[src/rtl/flash_wr_capture.sv]
module flash_wr_capture #(
  parameter int AW    = 16,
  parameter int DW    = 16,
  parameter int MIN_W = 3
) (
  input  logic          clk,
  input  logic          rst_n,
  input  logic          ce_n,
  input  logic          we_n,
  input  logic          oe_n,
  input  logic          byte_n,
  input  logic          pin_rst_n,
  input  logic          supply_low,
  input  logic [AW-1:0] addr,
  input  logic [DW-1:0] dq_in,
  output logic          wr_strobe,
  output logic [AW:0]   wr_addr,
  output logic [DW-1:0] wr_data,
  output logic          wr_byte,
  output logic          dq_lo_oe,
  output logic          dq_hi_oe,
  output logic          ctl_rst_req
);
  localparam int HW = DW / 2;
  localparam int CW = $clog2(MIN_W + 1);
  localparam int PW = 1 + DW + AW;
  localparam logic [4:0] SYNC_IDLE = 5'b10111;

  logic [4:0]    s1, s2;
  logic [PW-1:0] p1, p2;
  logic [CW-1:0] cnt;
  logic          pu_block, cap_byte;
  logic [AW:0]   cap_addr;

  always_ff @(posedge clk or negedge rst_n)
    if (!rst_n) begin
      s1 <= SYNC_IDLE;
      s2 <= SYNC_IDLE;
      p1 <= '0;
      p2 <= '0;
    end else begin
      s1 <= {supply_low, pin_rst_n, oe_n, we_n, ce_n};
      s2 <= s1;
      p1 <= {byte_n, dq_in, addr};
      p2 <= p1;
    end

  logic          ce2, we2, oe2, prst2, lock2, byte2;
  logic [DW-1:0] dq2;
  logic [AW-1:0] a2;
  assign {lock2, prst2, oe2, we2, ce2} = s2;
  assign {byte2, dq2, a2} = p2;

  logic wact, bus_ok, ok, act, full, fin;
  assign wact   = !ce2 && !we2 && oe2;
  assign bus_ok = !lock2 && prst2;
  assign ok     = bus_ok && !pu_block;
  assign act    = wact && ok;
  assign full   = (cnt == CW'(MIN_W));
  assign fin    = full && !wact && oe2 && ok;

  always_ff @(posedge clk or negedge rst_n)
    if (!rst_n) begin
      pu_block  <= 1'b1;
      cnt       <= '0;
      cap_addr  <= '0;
      cap_byte  <= 1'b0;
      wr_strobe <= 1'b0;
      wr_addr   <= '0;
      wr_data   <= '0;
      wr_byte   <= 1'b0;
    end else begin
      if (!bus_ok)     pu_block <= 1'b1;
      else if (!wact)  pu_block <= 1'b0;

      if (act) begin
        if (!full) cnt <= cnt + 1'b1;
        if (cnt == '0) begin
          cap_byte <= !byte2;
          cap_addr <= {a2, !byte2 && dq2[DW-1]};
        end
      end else begin
        cnt <= '0;
      end

      wr_strobe <= fin;
      if (fin) begin
        wr_addr <= cap_addr;
        wr_byte <= cap_byte;
        wr_data <= cap_byte ? {{HW{1'b0}}, dq2[HW-1:0]} : dq2;
      end
    end

  assign ctl_rst_req = !bus_ok;
  assign dq_lo_oe    = !oe_n && !ce_n && pin_rst_n;
  assign dq_hi_oe    = dq_lo_oe && byte_n;
endmodule

[config.mk]
export PLATFORM = sky130hd
export DESIGN_NAME = flash_wr_capture
export DESIGN_NICKNAME = d
export VERILOG_FILES = /design/src/rtl/flash_wr_capture.sv
export SDC_FILE = /design/constraint.sdc
export NUM_CORES = 1
export LEC_CHECK = 0
export BUFFER_PORTS_ARGS = -buffer_cell sky130_fd_sc_hd__buf_2
export CAP_MARGIN = 20
export CORE_MARGIN = 2
export CORE_UTILIZATION = 49
export CTS_CLUSTER_DIAMETER = 60
export DETAILED_ROUTE_END_ITERATION = 7
export PLACE_DENSITY_LB_ADDON = 0.1
export SETUP_SLACK_MARGIN = 0.05
export SYNTH_ARGS = -nofsm -noshare
export SYNTH_HDL_FRONTEND = slang
export SYNTH_SLANG_ARGS = --single-unit
[constraint.sdc]
create_clock -name clk -period 1.79 [get_ports clk]
set_clock_uncertainty 0.15 [all_clocks]
set_input_delay 0.2685 -clock clk [delete_from_list [all_inputs] [get_ports clk]]
set_output_delay 0.2685 -clock clk [all_outputs]
set_load 0.01 [all_outputs]
# After elaboration in Yosys (flattened, before gate mapping)
# Index checks and enable logic that the tools add are counted.
totals:
  ff_bits: 132
  wordCells: 44
  in_bits: 40
  output_inout_bits: 38
op_classes:
  eq_ne: 3
  reduce_logical: 23
  n_mux: 5
  addsub: 1
op_table:
  columns: ["cell", "count"]
  rows:
  - ["$mux W16", 1]
  - ["$logic_and A1 B1 Y1", 12]
  - ["$logic_not A1 Y1", 9]
  - ["$mux W2", 2]
  - ["$ne A2 B2 Y1 const B", 2]
  - ["$add A2 B1 Y2 const B", 1]
  - ["$eq A2 B2 Y1 const B", 1]
  - ["$logic_not A2 Y1", 1]
  - ["$mux W1", 2]
  - ["$reduce_and A2 Y1", 1]

# Depth between registers and ports, before layout
logic_depth:
  ltp_word: 7
  ltp_mapped: 5
  ltp_nobuf: 4

# Worst setup path before layout
# OpenSTA, ideal clock, no wires.
synth_timing:
  kind: "reg2reg"
  startpoint: "register s2[2]"
  endpoint: "register wr_addr[0]"
  path_stages_with_launch: 6
  t_arrival_ps: 1510
  slack_ps: 5
  n_path_buf: 2
  required_time_ps: 1515
  synth_period_minus_slack_ps: 1785
  cell_sequence: "dfstp_2 -> and4bb_4 -> and3b_1 -> buf_6 -> buf_12 -> mux2_4"
synth_between:
  elab_chain_cells: 5
synth_lines:
  columns: ["item", "line_no", "text"]
  rows:
  - ["from (decl)", "29", "logic [4:0] s1, s2;"]
  - ["from (signal assigned)", "38", "s2 <= SYNC_IDLE;"]
  - ["from (signal assigned)", "43", "s2 <= s1;"]
  - ["$logic_and A1 B1 Y1", "55", "assign wact = !ce2 && !we2 && oe2;"]
  - ["$logic_not A1 Y1", null, null]
  - ["$logic_and A1 B1 Y1", "60", "assign fin = full && !wact && oe2 && ok;"]
  - ["$logic_and A1 B1 Y1 (*) (2 in series)", "60", null]
  - ["to (signal assigned)", "88", "wr_addr <= cap_addr;"]
  - ["to (decl)", "17", "output logic [AW:0] wr_addr,"]
# Every way passes the cells marked *; elsewhere a longest branch is shown, timed or not.
# A chain may end at the register's enable or synchronous reset.

# Worst setup path in the final report
layout_timing:
  startpoint: "register s2[2]"
  endpoint: "register wr_data[1]"
layout_between:
  elab_chain_cells: 5
layout_lines:
  columns: ["item", "line_no", "text"]
  rows:
  - ["$logic_and A1 B1 Y1", "55", null]
  - ["$logic_not A1 Y1", null, null]
  - ["$logic_and A1 B1 Y1", "60", null]
  - ["$logic_and A1 B1 Y1 (*) (2 in series)", "60", null]
  - ["to (signal assigned)", "90", "wr_data <= cap_byte ? {{HW{1'b0}}, dq2[HW-1:0]} : dq2;"]
  - ["to (decl)", "18", "output logic [DW-1:0] wr_data,"]
# Marks and branches as above.

==> summary.md <==
| Metric | Value |
|---|---|
| Post-synthesis cell type count | 21 |
| Hold WC Path Type | input port to async pin |
| Top cells by count, synth | dfrtp_1, mux2_4, mux2_2 |
| Area Growth Syn to Fin | 39.1% |
| Final #Nets | 400 |
| Slew HR | 77.7% |
| RR Endpoint | wr_data[1]$_DFFE_PN0P_ |
| Detailed-router iteration count before antenna repair | 4 |
| Final non-filler cell total | 479 |
| Peak VDD IR | 0.000662 V |
| Rows | 34 |
| Crit-path slowest cell | dfstp_2 |
| RSZ-0062 raised after global routing | yes |
| PnR worst setup slack | -19.2 ps |
| Post-synth EDFFs | 0 |
| Seq/Total Area, Yosys | 77.3% |
| GPL Wtd Cong | 0.695 |
| HPWL Detailed | 4130 µm |
| WP data required | 2030 ps |
| R2R Path Start | s2[2]$_DFF_PN1_ |
| Share of cells above drive strength 1 | 50.1% |
| Pwr dens | 1170 nW/µm² |
| Num CTS Buffers | 17 |
| Initial Util | 49.9% |
| R2R cell count | 4 |
| Worst-path maximum fanout | 20 |
| CTS tree | yes |
| DR vias/cell | 4.61 |
| Synthesized net count | 258 |
| Antenna violations before repair | 0 |
| Vias in the first global route | 2407 |
| Clock sink total | 132 |
| Die H | 97.6 µm |
| Most area-hungry cell type in the Yosys netlist | dfrtp_1 |
| Mapped Area | 4290 µm² |
| Largest net degree at the start of global routing | 42 |
| Top post-synthesis cells by area | dfrtp_1, mux2_4, mux2_2, dfstp_2, buf_12 |
| Cell with the most instances after synthesis | dfrtp_1 |
| Leakage | 3.02 nW |
| Core Area | 8590 µm² |
| CTS H-tree lvls | 4 |
| Crit path kind | register to register |
| Final WL | 6870 µm |
| Die extent in x | 97.6 µm |
| # IOs | 78 |
| Fin crit period | 1810 ps |
| CTS root buf | clkbuf_8 |
| Placed Cells | 407 |
| Data arrival, critical path | 2050 ps |
| Setup_tns | -111 ps |
| Clock-pin slew on the worst setup and hold paths | 60 ps |
| Failing checks | negative setup slack |
| Critical path capture point type | register |
| Mean post-synth cell area | 19.9 µm² |
| Via count | 2208 |
| Clock Path Buffers | 2 |
| Seq cells post-synth | 132 |
| Worst R2R Setup Slack | -20 ps |
| Fmax | 553 MHz |
| First-pass GRT wire length | 11700 µm |
| # diodes | 0 |
| Remaining antenna violation count | 0 |
| Worst-path cell chain | and4bb_4 > and3b_2 > buf_12 > mux2_2 |
| Fraction of registers with async set/reset | 100% |
| Final period util | 101% |
| Setup Viol. Count Final | 12 |
| Max_cap viols | 0 |
| Drt drc | 0 |
| Ys flop type | dfrtp_1 |
| CP Launch Type | register |
| Cells after Synth | 216 |
| Run status | complete, but fails checks |
| DR iter-0 viols | 21 |
| Port bufs | 77 |
| WL/cell | 14.3 µm |
| Total number of yosys warnings | 0 |
| Yosys top cell area share | 71.7% |
| CP max stage delay | 530 ps |
| Gr ovfl total | 0 |
| Total track usage | 16.0% |
| Clk_lat worst skew | 500 ps |
| Die ar. | 9520 µm² |
| Final Max Tran Viols | 0 |
| Final hold vios | 0 |
| Worst Max-Slew Pin Slew | 334 ps |
[per-stage QoR]
stage | hold WS, ps | util (%) | setup WS [ps] | power (mW) | instance area [µm²]
final | 35.4 | 69.5 | -19.2 | 6.98 | 5970
after global placement | 26.3 | 56.9 | -6.68 | 3.42 | 4890
after CTS | 13.6 | 68.9 | -27.8 | 7.05 | 5920
after detailed placement | 25.0 | 56.9 | -26.7 | 3.44 | 4890
after global routing | 30.9 | 69.5 | -73.6 | 7.26 | 5970
after floorplan | -177 | - | 11.5 | 3.28 | 4290
[logic make-up (layout without fill, tap and decap cells)]
family	count (synthesis)	count (layout)	synth area share (%)
simple gates	19	19	3.18
compound gates	1	1	0.204
xor+xnor	1	1	0.204
mux	53	53	16.4
buf+inv	8	163	2.19
fa+ha+maj	2	2	0.583
flops	132	132	77.3
[routing by layer]
layer	track usage [%]	wire (µm)	share of wire [%]
met4	5.77	78	1.1
met2	23.9	3320	48
met5	0	0	0
met1	21.6	3140	46
met3	6.40	325	4.7
[state kept, by name (all words and copies together), names as in the netlist, 2 cells and up]
signal and cells:
wr_addr 17, s2 5, cnt 2, s1 5, wr_data 16, cap_addr 17
p1 33, p2 33
[power breakdown]
group	internal, mW	switching [mW]
logic	0.179	0.107
clock network	2.17	1.34
registers	3.13	0.0593
[cells in the final DEF, fill, tap and decap left out, drive strengths merged, types with 2 or more instances in the layout]
cell type,instances
buf,89
inv,10
mux2i,2
dfrtp,123
clkbuf,17
bufinv,3
nor2b,9
mux2,51
nor2,3
clkinv,4
dfstp,9
ha,2
dlygate4sd3,39
[critical path: cells and delay by family, from the launching register on]
kind	cells	cell delay (ps)
buffers and inverters	1	200
DFF	1	530
muxes	1	350
and+or+nand+nor	2	470
[how the worst max path moves through the flow]
stage	from	end	slack, ps	cells past startpoint
after floorplan	s2[2]$_DFF_PN1_	wr_addr[0]$_DFFE_PN0P_	10	5
after global placement	s2[2]$_DFF_PN1_	wr_data[1]$_DFFE_PN0P_	-7	4
after detailed placement	s2[2]$_DFF_PN1_	wr_data[15]$_DFFE_PN0P_	-30	4
after CTS	s2[2]$_DFF_PN1_	wr_data[15]$_DFFE_PN0P_	-30	4
after global routing	s2[2]$_DFF_PN1_	wr_byte$_DFFE_PN0P_	-70	4
final	s2[2]$_DFF_PN1_	wr_data[1]$_DFFE_PN0P_	-20	4
[timing repair]
action	in CTS	in global routing
endpoints found under the setup margin	45	52
gates resized for setup	7	12
hold buffers	39	0
hold endpoints to repair	161	0
buffers inserted	1	0
cloned	0	0
[layout make-up]
type                       count  area, µm²
inverter                       3       11.3
clock buffer                  17        414
multi-input combinational     76        951
tap                          108        135
timing repair buffer         128        947
sequential                   132       3310
clock inverter                15        195
fill                         581       2630
No activity file was read; power rests on OpenSTA's default activity.
